--- config.mk ---
export PLATFORM = sky130hd
export DESIGN_NAME = flash_read_aligner
export DESIGN_NICKNAME = d
export VERILOG_FILES = /design/src/rtl/fra_pkg.sv /design/src/rtl/fra_calc.sv /design/src/rtl/fra_tag_fifo.sv /design/src/rtl/fra_trim.sv /design/src/rtl/flash_read_aligner.sv
export SDC_FILE = /design/constraint.sdc
export NUM_CORES = 1
export LEC_CHECK = 0
export ABC_AREA = 1
export BUFFER_PORTS_ARGS = -buffer_cell sky130_fd_sc_hd__buf_2
export CORE_ASPECT_RATIO = 1.75
export CORE_MARGIN = 2
export CORE_UTILIZATION = 45
export DETAILED_ROUTE_END_ITERATION = 10
export PLACE_DENSITY_LB_ADDON = 0.15
export REMOVE_ABC_BUFFERS = 1
export SYNTH_ARGS = -nofsm -noshare
export SYNTH_HDL_FRONTEND = slang
export SYNTH_SLANG_ARGS = --single-unit
--- constraint.sdc ---
create_clock -name clk -period 6.3 [get_ports clk]
set_input_delay 1.89 -clock clk [delete_from_list [all_inputs] [get_ports clk]]
set_output_delay 1.89 -clock clk [all_outputs]
set_load 0.05 [all_outputs]
--- src/rtl/fra_pkg.sv ---
// Shared definitions for the flash read aligner.
// Assumes byte-granular addresses and one byte per returned beat.
package fra_pkg;
    // Widening granule chosen by the two control inputs.
    typedef enum logic [1:0] {
        GRAN_BYTE = 2'd0,
        GRAN_HALF = 2'd1,
        GRAN_WORD = 2'd2
    } gran_e;

    // Width of a padding offset; the largest granule is four bytes.
    localparam int unsigned PAD_W = 2;
endpackage

--- src/rtl/fra_calc.sv ---
// Combinational request widening.
// Picks the granule (32-bit wins over 2-byte), rounds the start down and the
// end up, and reports the leading and trailing pad byte counts.
// Assumes len >= 1 and that the widened range does not wrap the address space.
module fra_calc
    import fra_pkg::*;
#(
    parameter int unsigned ADDR_W = 32,
    parameter int unsigned LEN_W  = 8
) (
    input  logic              word_dis,
    input  logic              half_dis,
    input  logic [ADDR_W-1:0] addr,
    input  logic [LEN_W-1:0]  len,
    output logic [ADDR_W-1:0] wide_addr,
    output logic [LEN_W:0]    wide_len,
    output logic [PAD_W-1:0]  pad_lead,
    output logic [PAD_W-1:0]  pad_trail
);
    gran_e             gran;
    logic [PAD_W-1:0]  mask;
    logic [LEN_W:0]    lead_plus_len;

    // Granule selection with fixed priority of the 32-bit rule.
    always_comb begin
        if (!word_dis)      gran = GRAN_WORD;
        else if (!half_dis) gran = GRAN_HALF;
        else                gran = GRAN_BYTE;
    end

    // Low address bits that the granule clears.
    assign mask = {gran == GRAN_WORD, gran != GRAN_BYTE};

    // Offsets, widened address and widened length.
    always_comb begin
        pad_lead      = addr[PAD_W-1:0] & mask;
        lead_plus_len = (LEN_W+1)'(pad_lead) + (LEN_W+1)'(len);
        pad_trail     = (PAD_W'(0) - lead_plus_len[PAD_W-1:0]) & mask;
        wide_len      = lead_plus_len + (LEN_W+1)'(pad_trail);
        wide_addr     = {addr[ADDR_W-1:PAD_W], addr[PAD_W-1:0] & ~mask};
    end
endmodule

--- src/rtl/fra_tag_fifo.sv ---
// Small FIFO of per-request trim records.
// Assumes DEPTH >= 2; push is never asserted while full, pop never while empty.
module fra_tag_fifo #(
    parameter int unsigned W     = 12,
    parameter int unsigned DEPTH = 4
) (
    input  logic         clk,
    input  logic         rst_n,
    input  logic         push,
    input  logic [W-1:0] push_data,
    input  logic         pop,
    output logic [W-1:0] pop_data,
    output logic         full,
    output logic         empty
);
    localparam int unsigned PW = $clog2(DEPTH);
    localparam int unsigned CW = $clog2(DEPTH + 1);

    logic [W-1:0]  mem [DEPTH];
    logic [PW-1:0] wr_ptr, rd_ptr;
    logic [CW-1:0] count;

    assign full     = (count == CW'(DEPTH));
    assign empty    = (count == '0);
    assign pop_data = mem[rd_ptr];

    // Storage write; contents need no reset.
    always_ff @(posedge clk) begin
        if (push) mem[wr_ptr] <= push_data;
    end

    // Pointer and occupancy update.
    always_ff @(posedge clk) begin
        if (!rst_n) begin
            wr_ptr <= '0;
            rd_ptr <= '0;
            count  <= '0;
        end else begin
            if (push) wr_ptr <= (wr_ptr == PW'(DEPTH-1)) ? '0 : wr_ptr + 1'b1;
            if (pop)  rd_ptr <= (rd_ptr == PW'(DEPTH-1)) ? '0 : rd_ptr + 1'b1;
            if (push && !pop)      count <= count + 1'b1;
            else if (pop && !push) count <= count - 1'b1;
        end
    end

    assert_no_overflow_R9: assert property (@(posedge clk) disable iff (!rst_n)
        push |-> !full);
    assert_no_underflow_R9: assert property (@(posedge clk) disable iff (!rst_n)
        pop |-> !empty);
endmodule

--- src/rtl/fra_trim.sv ---
// Response trimmer.
// Counts returned beats of the oldest outstanding request, drops the pad beats
// before and after the requested range, and forwards the rest with a last flag.
// Assumes the engine returns exactly the widened length for each request, in order.
module fra_trim
    import fra_pkg::*;
#(
    parameter int unsigned LEN_W = 8
) (
    input  logic             clk,
    input  logic             rst_n,
    input  logic             tag_empty,
    input  logic [PAD_W-1:0] tag_lead,
    input  logic [LEN_W-1:0] tag_len,
    input  logic [PAD_W-1:0] tag_trail,
    output logic             tag_pop,
    input  logic             rsp_valid,
    output logic             rsp_ready,
    input  logic [7:0]       rsp_data,
    output logic             out_valid,
    input  logic             out_ready,
    output logic [7:0]       out_data,
    output logic             out_last
);
    localparam int unsigned CW = LEN_W + 1;

    logic [CW-1:0] beat_idx;
    logic [CW-1:0] keep_end;
    logic [CW-1:0] total;
    logic          in_keep;
    logic          beat;

    // Kept window boundaries for the current record.
    always_comb begin
        keep_end = CW'(tag_lead) + CW'(tag_len);
        total    = keep_end + CW'(tag_trail);
        in_keep  = (beat_idx >= CW'(tag_lead)) && (beat_idx < keep_end);
    end

    // Handshake steering: pad beats drain freely, kept beats follow the sink.
    always_comb begin
        out_valid = !tag_empty && rsp_valid && in_keep;
        rsp_ready = !tag_empty && (in_keep ? out_ready : 1'b1);
        out_data  = rsp_data;
        out_last  = in_keep && (beat_idx == keep_end - 1'b1);
        beat      = rsp_valid && rsp_ready;
        tag_pop   = beat && (beat_idx == total - 1'b1);
    end

    // Beat position within the current response.
    always_ff @(posedge clk) begin
        if (!rst_n)       beat_idx <= '0;
        else if (tag_pop) beat_idx <= '0;
        else if (beat)    beat_idx <= beat_idx + 1'b1;
    end

    assert_idx_bound_R6: assert property (@(posedge clk) disable iff (!rst_n)
        !tag_empty |-> beat_idx < total);
    assert_idle_idx_R10: assert property (@(posedge clk) disable iff (!rst_n)
        tag_empty |-> beat_idx == '0);
    assert_hold_data_R8: assert property (@(posedge clk) disable iff (!rst_n)
        (out_valid && !out_ready && rsp_valid) |=> (out_valid && $stable(out_data)));
endmodule

--- src/rtl/flash_read_aligner.sv ---
// Top of the flash read aligner.
// Widens each read request to the selected granule, queues the trim record,
// and trims the returned byte stream back to the requested range.
// Assumes the control inputs are static while requests are outstanding and
// that req_len is at least 1.
module flash_read_aligner
    import fra_pkg::*;
#(
    parameter int unsigned ADDR_W    = 32,
    parameter int unsigned LEN_W     = 8,
    parameter int unsigned TAG_DEPTH = 4
) (
    input  logic              clk,
    input  logic              rst_n,
    input  logic              word_align_dis,
    input  logic              half_align_dis,
    input  logic              req_valid,
    output logic              req_ready,
    input  logic [ADDR_W-1:0] req_addr,
    input  logic [LEN_W-1:0]  req_len,
    output logic              dn_valid,
    input  logic              dn_ready,
    output logic [ADDR_W-1:0] dn_addr,
    output logic [LEN_W:0]    dn_len,
    input  logic              rsp_valid,
    output logic              rsp_ready,
    input  logic [7:0]        rsp_data,
    output logic              out_valid,
    input  logic              out_ready,
    output logic [7:0]        out_data,
    output logic              out_last
);
    localparam int unsigned TAG_W = 2 * PAD_W + LEN_W;

    logic [PAD_W-1:0] c_lead, c_trail, t_lead, t_trail;
    logic [LEN_W-1:0] t_len;
    logic [TAG_W-1:0] t_word;
    logic             t_full, t_empty, t_push, t_pop;

    fra_calc #(.ADDR_W(ADDR_W), .LEN_W(LEN_W)) u_calc (
        .word_dis  (word_align_dis),
        .half_dis  (half_align_dis),
        .addr      (req_addr),
        .len       (req_len),
        .wide_addr (dn_addr),
        .wide_len  (dn_len),
        .pad_lead  (c_lead),
        .pad_trail (c_trail)
    );

    // Request pass-through gated by room in the record queue.
    always_comb begin
        dn_valid  = req_valid && !t_full;
        req_ready = dn_ready && !t_full;
        t_push    = req_valid && dn_ready && !t_full;
    end

    fra_tag_fifo #(.W(TAG_W), .DEPTH(TAG_DEPTH)) u_tags (
        .clk       (clk),
        .rst_n     (rst_n),
        .push      (t_push),
        .push_data ({c_lead, req_len, c_trail}),
        .pop       (t_pop),
        .pop_data  (t_word),
        .full      (t_full),
        .empty     (t_empty)
    );

    assign {t_lead, t_len, t_trail} = t_word;

    fra_trim #(.LEN_W(LEN_W)) u_trim (
        .clk       (clk),
        .rst_n     (rst_n),
        .tag_empty (t_empty),
        .tag_lead  (t_lead),
        .tag_len   (t_len),
        .tag_trail (t_trail),
        .tag_pop   (t_pop),
        .rsp_valid (rsp_valid),
        .rsp_ready (rsp_ready),
        .rsp_data  (rsp_data),
        .out_valid (out_valid),
        .out_ready (out_ready),
        .out_data  (out_data),
        .out_last  (out_last)
    );

    // Range ends, extended by one bit, used only by the checks below.
    logic [ADDR_W:0] req_end, dn_end;
    assign req_end = {1'b0, req_addr} + (ADDR_W+1)'(req_len);
    assign dn_end  = {1'b0, dn_addr} + (ADDR_W+1)'(dn_len);

    assert_word_grain_R1: assert property (@(posedge clk) disable iff (!rst_n)
        (dn_valid && !word_align_dis) |-> (dn_addr[1:0] == 2'b00 && dn_len[1:0] == 2'b00));
    assert_half_grain_R2: assert property (@(posedge clk) disable iff (!rst_n)
        (dn_valid && word_align_dis && !half_align_dis) |-> (!dn_addr[0] && !dn_len[0]));
    assert_passthru_R3: assert property (@(posedge clk) disable iff (!rst_n)
        (dn_valid && word_align_dis && half_align_dis) |->
            (dn_addr == req_addr && dn_len == (LEN_W+1)'(req_len)));
    assert_covers_R4: assert property (@(posedge clk) disable iff (!rst_n)
        dn_valid |-> ({1'b0, dn_addr} <= {1'b0, req_addr} && dn_end >= req_end
                      && dn_end - req_end < 4));
    assert_take_R5: assert property (@(posedge clk) disable iff (!rst_n)
        (req_valid && req_ready) |-> dn_valid);
    assert_full_block_R9: assert property (@(posedge clk) disable iff (!rst_n)
        t_full |-> (!req_ready && !dn_valid));
endmodule

==> results of run 1 <==
power groups by stage:
| stage | combinational [mW] | clock, mW | sequential, mW |
|---|---|---|---|
| 2_1_floorplan | 0.207 | 0 | 0.494 |
| 3_3_place_gp | 0.268 | 0 | 0.495 |
| 3_5_place_dp | 0.274 | 0 | 0.496 |
| 4_1_cts | 0.275 | 0.619 | 0.487 |
| 5_1_grt | 0.318 | 0.636 | 0.488 |
| 6_report | 0.284 | 0.612 | 0.487 |
worst max-delay path by stage:
stage              startpoint         to
6_report       word_align_dis  dn_len[7]
5_1_grt        word_align_dis  dn_len[7]
4_1_cts        word_align_dis  dn_len[7]
3_5_place_dp   word_align_dis  dn_len[7]
3_3_place_gp   word_align_dis  dn_len[7]
2_1_floorplan  half_align_dis  dn_len[7]
cells by family (layout without fill, tap and decap cells):
kind of cell / after synthesis / count (layout) / share of synthesized area (%)
AO/OA/AOI/OAI: 52 / 52 / 6.33
XOR/XNOR: 30 / 30 / 5.34
adder cells (fa/ha/maj): 31 / 31 / 8.49
buffers and inverters: 140 / 157 / 14.2
flip-flops: 66 / 66 / 36.6
AND/OR/NAND/NOR: 306 / 306 / 29.0
routing by layer:
layer	GRT usage (%)	wire length, um	vias to the layer above
li1	-	-	2007
met2	38.2	6460	133
met3	7.89	867	24
met4	8.80	384	2
met1	22.5	4820	1876
met5	6.49	35	-
registers in the layout (all words and copies together), names as in the netlist, named ones only:
signal	flops
u_tags.mem	48
u_trim.beat_idx	9
u_tags.count	3
u_tags.rd_ptr	2
u_tags.wr_ptr	2
layout by cell type, fill, tap and decap left out, types with 4 or more instances in the layout:
cell / count
inv_2: 4
nor2_1: 55
xnor2_1: 8
nor4_1: 5
nand3_2: 7
buf_4: 16
nand2_2: 11
ha_1: 26
o21ai_1: 5
edfxtp_1: 48
o21ai_0: 17
nor2_4: 4
nand2_4: 7
a21oi_1: 16
clkbuf_16: 9
inv_1: 87
bufinv_16: 4
dfxtp_1: 18
buf_2: 28
nand2_1: 143
nand3_1: 55
nand4_1: 8
xor2_1: 22
worst reg2reg max path: stages (launching register included):
cell	delay [ps]
dfxtp_1	400
buf_4	300
o21ai_0	150
o22ai_1	220
ha_1	250
fa_1	470
inv_1	130
ha_1	240
inv_1	60
ha_1	150
inv_1	60
fa_1	410
or2_2	330
nand2_1	80
xor2_1	60
nor4_1	280
nand3_1	160
nor2_1	230
nand4_1	110
nand3b_1	200
ha_1	200
inv_1	100
fa_1	420
o21ai_0	160
a21oi_1	60
timing repair:
action / CTS / global route
setup buffers: 0 / 5
gates cloned: 0 / 0
gates resized for setup: 1 / 19
endpoints found under the setup margin: 1 / 4
pin swaps: 0 / 11
cell type report:
class / instances / share of cell area (%)
Inverter: 94 / 6.61
Clock inverter: 6 / 2.52
Clock buffer: 10 / 4.20
Timing Repair Buffer: 47 / 5.39
Tap cell: 130 / 2.98
Sequential cell: 66 / 33.0
Multi-Input combinational cell: 419 / 45.3
through the flow:
step / setup TNS, ps / instance area, um^2 / power [mW] / setup WS [ps] / std cells
after global placement: 0 / 4980 / 0.763 / 36.8 / 751
after detailed placement: -6.28 / 4980 / 0.769 / -6.28 / 751
after global routing: -51.7 / 5450 / 1.44 / -39.1 / 772
after CTS: 0 / 5350 / 1.38 / 34.2 / 767
final: 0 / 5450 / 1.38 / 135 / 772
after floorplan: -398 / 4580 / 0.701 / -218 / 579
==> run metrics, run 1 <==
outcome complete, no violations; post-DP HPWL 9.75 mm; most numerous cell in the Yosys netlist nand2_1; Fin Hold WS 490 ps; Leakage Power 2.53 nW; r2r worst-path depth 24; Initial DRT Pass Iterations 6; top cell type's share of synthesized area 29.3%; Hold EP u_tags.count[1]; detailed-route via count 4042; CP most frequent cell nor2_1; TritonCTS clock tree done; Setup Viol. Count Final 0; Min-Delay Startpoint u_tags.count[1]; Gate Count Post-Synth 625; core area 10700 um^2; crit path time final 6170 ps; Synth area leader edfxtp_1; Post-synth EDFFs 48; sequential area share after synthesis 36.6%; Pwr Density 254 nW/um^2; Final GP Congestion 0.890; Syn Area/Cell 7.88 um^2; area occupied by multi-input gates 2470 um^2; post-synth cell types 42; Comb power frac 20.6%; FMAX 162 MHz; initial drt markers 145; asr flop ratio synth 0%; #FFs+latches synth 66; VDD IR max 0.000215 V; Final Hold Vio Count 0; vias in the first global route 3887; I/O pins 110; max_cap viols 0; port bufs 33; Total Routing Usage GR 21.5%; worst skew pair latency 330 ps; Die Area 11800 um^2; Crit path depth 14; routed wire length 12.6 mm; Worst Skew 8.45 ps; element type at the critical path end output port; P_sw 0.380 mW; top cells by area, synth edfxtp_1 29%, nand2_1 11%, dfxtp_1 7.3%, ha_1 6.9%, inv_1 6.7%; Die Ht 142 um; critical path data arrival time 4280 ps; worst-path maximum fanout 5; CP max stage delay 520 ps; final core occ 51.0%; row cnt 50; Synthesis Warnings 0; H-tree Lvls 3; initial antenna violation count 0; Int Pwr 1.00 mW; gr ovfl total 0; DRC viols 0; CP required 4410 ps; CTS Hold Bufs 0; Setup CP Type input port to output port; routed vias/inst 5.24; first-pass GRT wire length 19.9 mm; crit path launch type input port; total CTS buffers 9; Clock Tree Buf Depth 2; Hold Crit Depth 2; Hold WC Path Type register to register; main flop type after synthesis edfxtp_1; Clk network pwr share 44.2%; area grow syn2layout 10.7%; layout cells sized above 1 17.3%; Reg2Reg Capture Point u_tags.count[1]; initial core utilization 46.0%; CP Cell Sequence buf_8 > buf_4 > nor2_1 > fa_2 > xnor2_1 > nor2_1 > nand2_1 > a21oi_2 > inv_1 > nor2_1 > nand2_1 > nor3_2 > xor2_1 > buf_4; R2R Setup Slk 950 ps; Ant. Diodes 0; Fill cells 1037; cell family with most CP delay simple AND/OR/NAND/NOR gates; nets 724; CP Buf/Inv Count 4; largest net degree at the start of global routing 26; fin crit share 97.9%; Slew @ Worst Pin 1240 ps; sw frac 27.5%; CTS sink count 66; Die X 83.1 um; Avg WL per Cell 16.3 um; top cells by count, synth 144 x nand2_1, 88 x inv_1, 57 x nor2_1; CTS clk-pin slew, worst paths 50 ps; Root Driver clkbuf_16; Mapped Area 4920 um^2; RSZ-0062 raised after global routing yes; Slew Limit Fails 0; worst relative slew slack 16.8%; antenna viol nets, final 0; FF+latch area 1800 um^2; Flop pwr share 35.2%; Slowest cell on crit path fa_2
No activity file was read; power rests on OpenSTA's default activity.
==> run 2: changes to the inputs <==
- CORE_MARGIN: 2 -> unset
- CTS_BUF_LIST: unset -> sky130_fd_sc_hd__clkbuf_4 sky130_fd_sc_hd__clkbuf_8
- SETUP_SLACK_MARGIN: unset -> 0.5
==> run metrics, run 2 (same netlist as run 1, synthesis figures left out) <==
nets 765; layout cells sized above 1 23.6%; total power draw 1.18 mW; RSZ-0062 raised after global routing yes; Clock Tree Buf Depth 2; element type at the critical path end register; largest net degree at the start of global routing 26; worst-path maximum fanout 4; Setup Viol. Count Final 0; Worst Skew 9.19 ps; initial drt markers 258; initial core utilization 46.0%; H-tree Lvls 3; Pwr Density 206 nW/um^2; Final Hold Vio Count 0; Setup CP Type input port to register; port bufs 33; Final Non-Filler Cells 813; CP most frequent cell buf_6; Largest regs u_tags.mem x48, u_trim.beat_idx x9, u_tags.count x3; VDD IR max 0.000226 V; crit path launch type input port; routed wire length 14.0 mm; CTS clk-pin slew, worst paths 70 ps; Leakage Power 2.70 nW; Ant. Diodes 0; DRC viols 0; max_cap viols 0; max reg flops 48; row cnt 50; crit path time final 6120 ps; core area 10700 um^2; Die Area 11400 um^2; CP required 6400 ps; Initial DRT Pass Iterations 4; most frequent cells in the layout 142 x nand2_1, 86 x inv_1, 55 x nand3_1; initial antenna violation count 0; critical path data arrival time 6230 ps; FF+latch area 1800 um^2; vias in the first global route 4231; Slowest cell on crit path buf_4; CP max stage delay 130 ps; FMAX 163 MHz; post-DP HPWL 9.71 mm; Fin Hold WS 491 ps; Final GP Congestion 0.841; area grow syn2layout 16.8%; met2 wire length 7.32 mm; Fill cells 989; TritonCTS clock tree done; Largest Register u_tags.mem; area occupied by multi-input gates 2520 um^2; Hold WC Path Type register to register; antenna viol nets, final 0; worst relative slew slack 19.5%; DP Cell Count 752; detailed-route via count 4233; commonest non-fill, non-tap cell in the layout nand2_1; Die Ht 140 um; Avg WL per Cell 17.2 um; Slew @ Worst Pin 1200 ps; Top Layer Used met5; fin crit share 97.2%; total CTS buffers 9; Die X 81.1 um; Slew Limit Fails 0; wire length on met1 5.21 mm; Root Driver clkbuf_8; gr ovfl total 0; routed vias/inst 5.21; met3 wire length 802 um; outcome complete, no violations; I/O pins 110; worst skew pair latency 350 ps; CTS sink count 66; Total Routing Usage GR 25.5%; first-pass GRT wire length 21.3 mm; CTS Hold Bufs 0
## run 2: changes by cell type in the layout (fill, tap and decap cells not counted), moves of 3 or more
cell	before	now
buf_2	28	23
buf_4	16	37
buf_6	1	25
bufinv_16	4	1
clkbuf_16	9	0
clkbuf_8	0	10
## run 2: critical path: cells and delay by family
family                 cells  cell delay, ps
AND/OR/NAND/NOR            2              90
buffers and inverters     38            4200
## run 2: layout make-up
| class | count | area share (%) |
|---|---|---|
| multi-input cells | 419 | 43.8 |
| flip-flops and latches | 66 | 31.3 |
| repair buffers | 88 | 12.2 |
| inverters | 94 | 6.31 |
| well taps | 130 | 2.83 |
| clock buffers | 11 | 2.52 |
| clock inverters | 5 | 0.957 |
## run 2: layer usage
layer,vias to the layer above,global-route usage (%)
met5,-,6.19
met4,2,12.9
met3,40,8.99
met2,134,44.7
met1,1968,25.4
li1,2089,-
## run 2: worst paths after layout
| kind | slack, ps | cells after the start | endpoint | start |
|---|---|---|---|---|
| max | 180 | 40 | u_tags.mem[2][10] | word_align_dis |
| min | 490 | 2 | u_tags.count[1] | u_tags.count[1] |
| max reg2reg | 1150 | 24 | u_tags.count[1] | register |
| min reg2reg | 490 | 2 | u_tags.count[1] | u_tags.count[1] |
## run 2: what timing repair did
action	4_1_cts	5_1_grt
buffers inserted	42	3
gates resized for setup	27	38
pin swaps	14	15
endpoints found under the setup margin	8	14
## run 2: per-stage QoR
step / area, um^2 / utilization [%] / TNS [ps] / worst slack (ps)
after CTS: 5590 / 52.2 / 0 / 239
after global routing: 5750 / 53.8 / 0 / 42.3
after global placement: 4980 / 46.6 / 0 / 77.4
after floorplan: 4580 / - / -398 / -218
final: 5750 / 53.8 / 0 / 175
after detailed placement: 4980 / 46.6 / 0 / 9.85
## run 2: power by group
part | switching, mW | leakage, nW | internal (mW) | total, mW
combinational | 0.210 | 2.02 | 0.129 | 0.339
clock | 0.162 | 0.0987 | 0.196 | 0.358
sequential | 0.00656 | 0.584 | 0.480 | 0.486
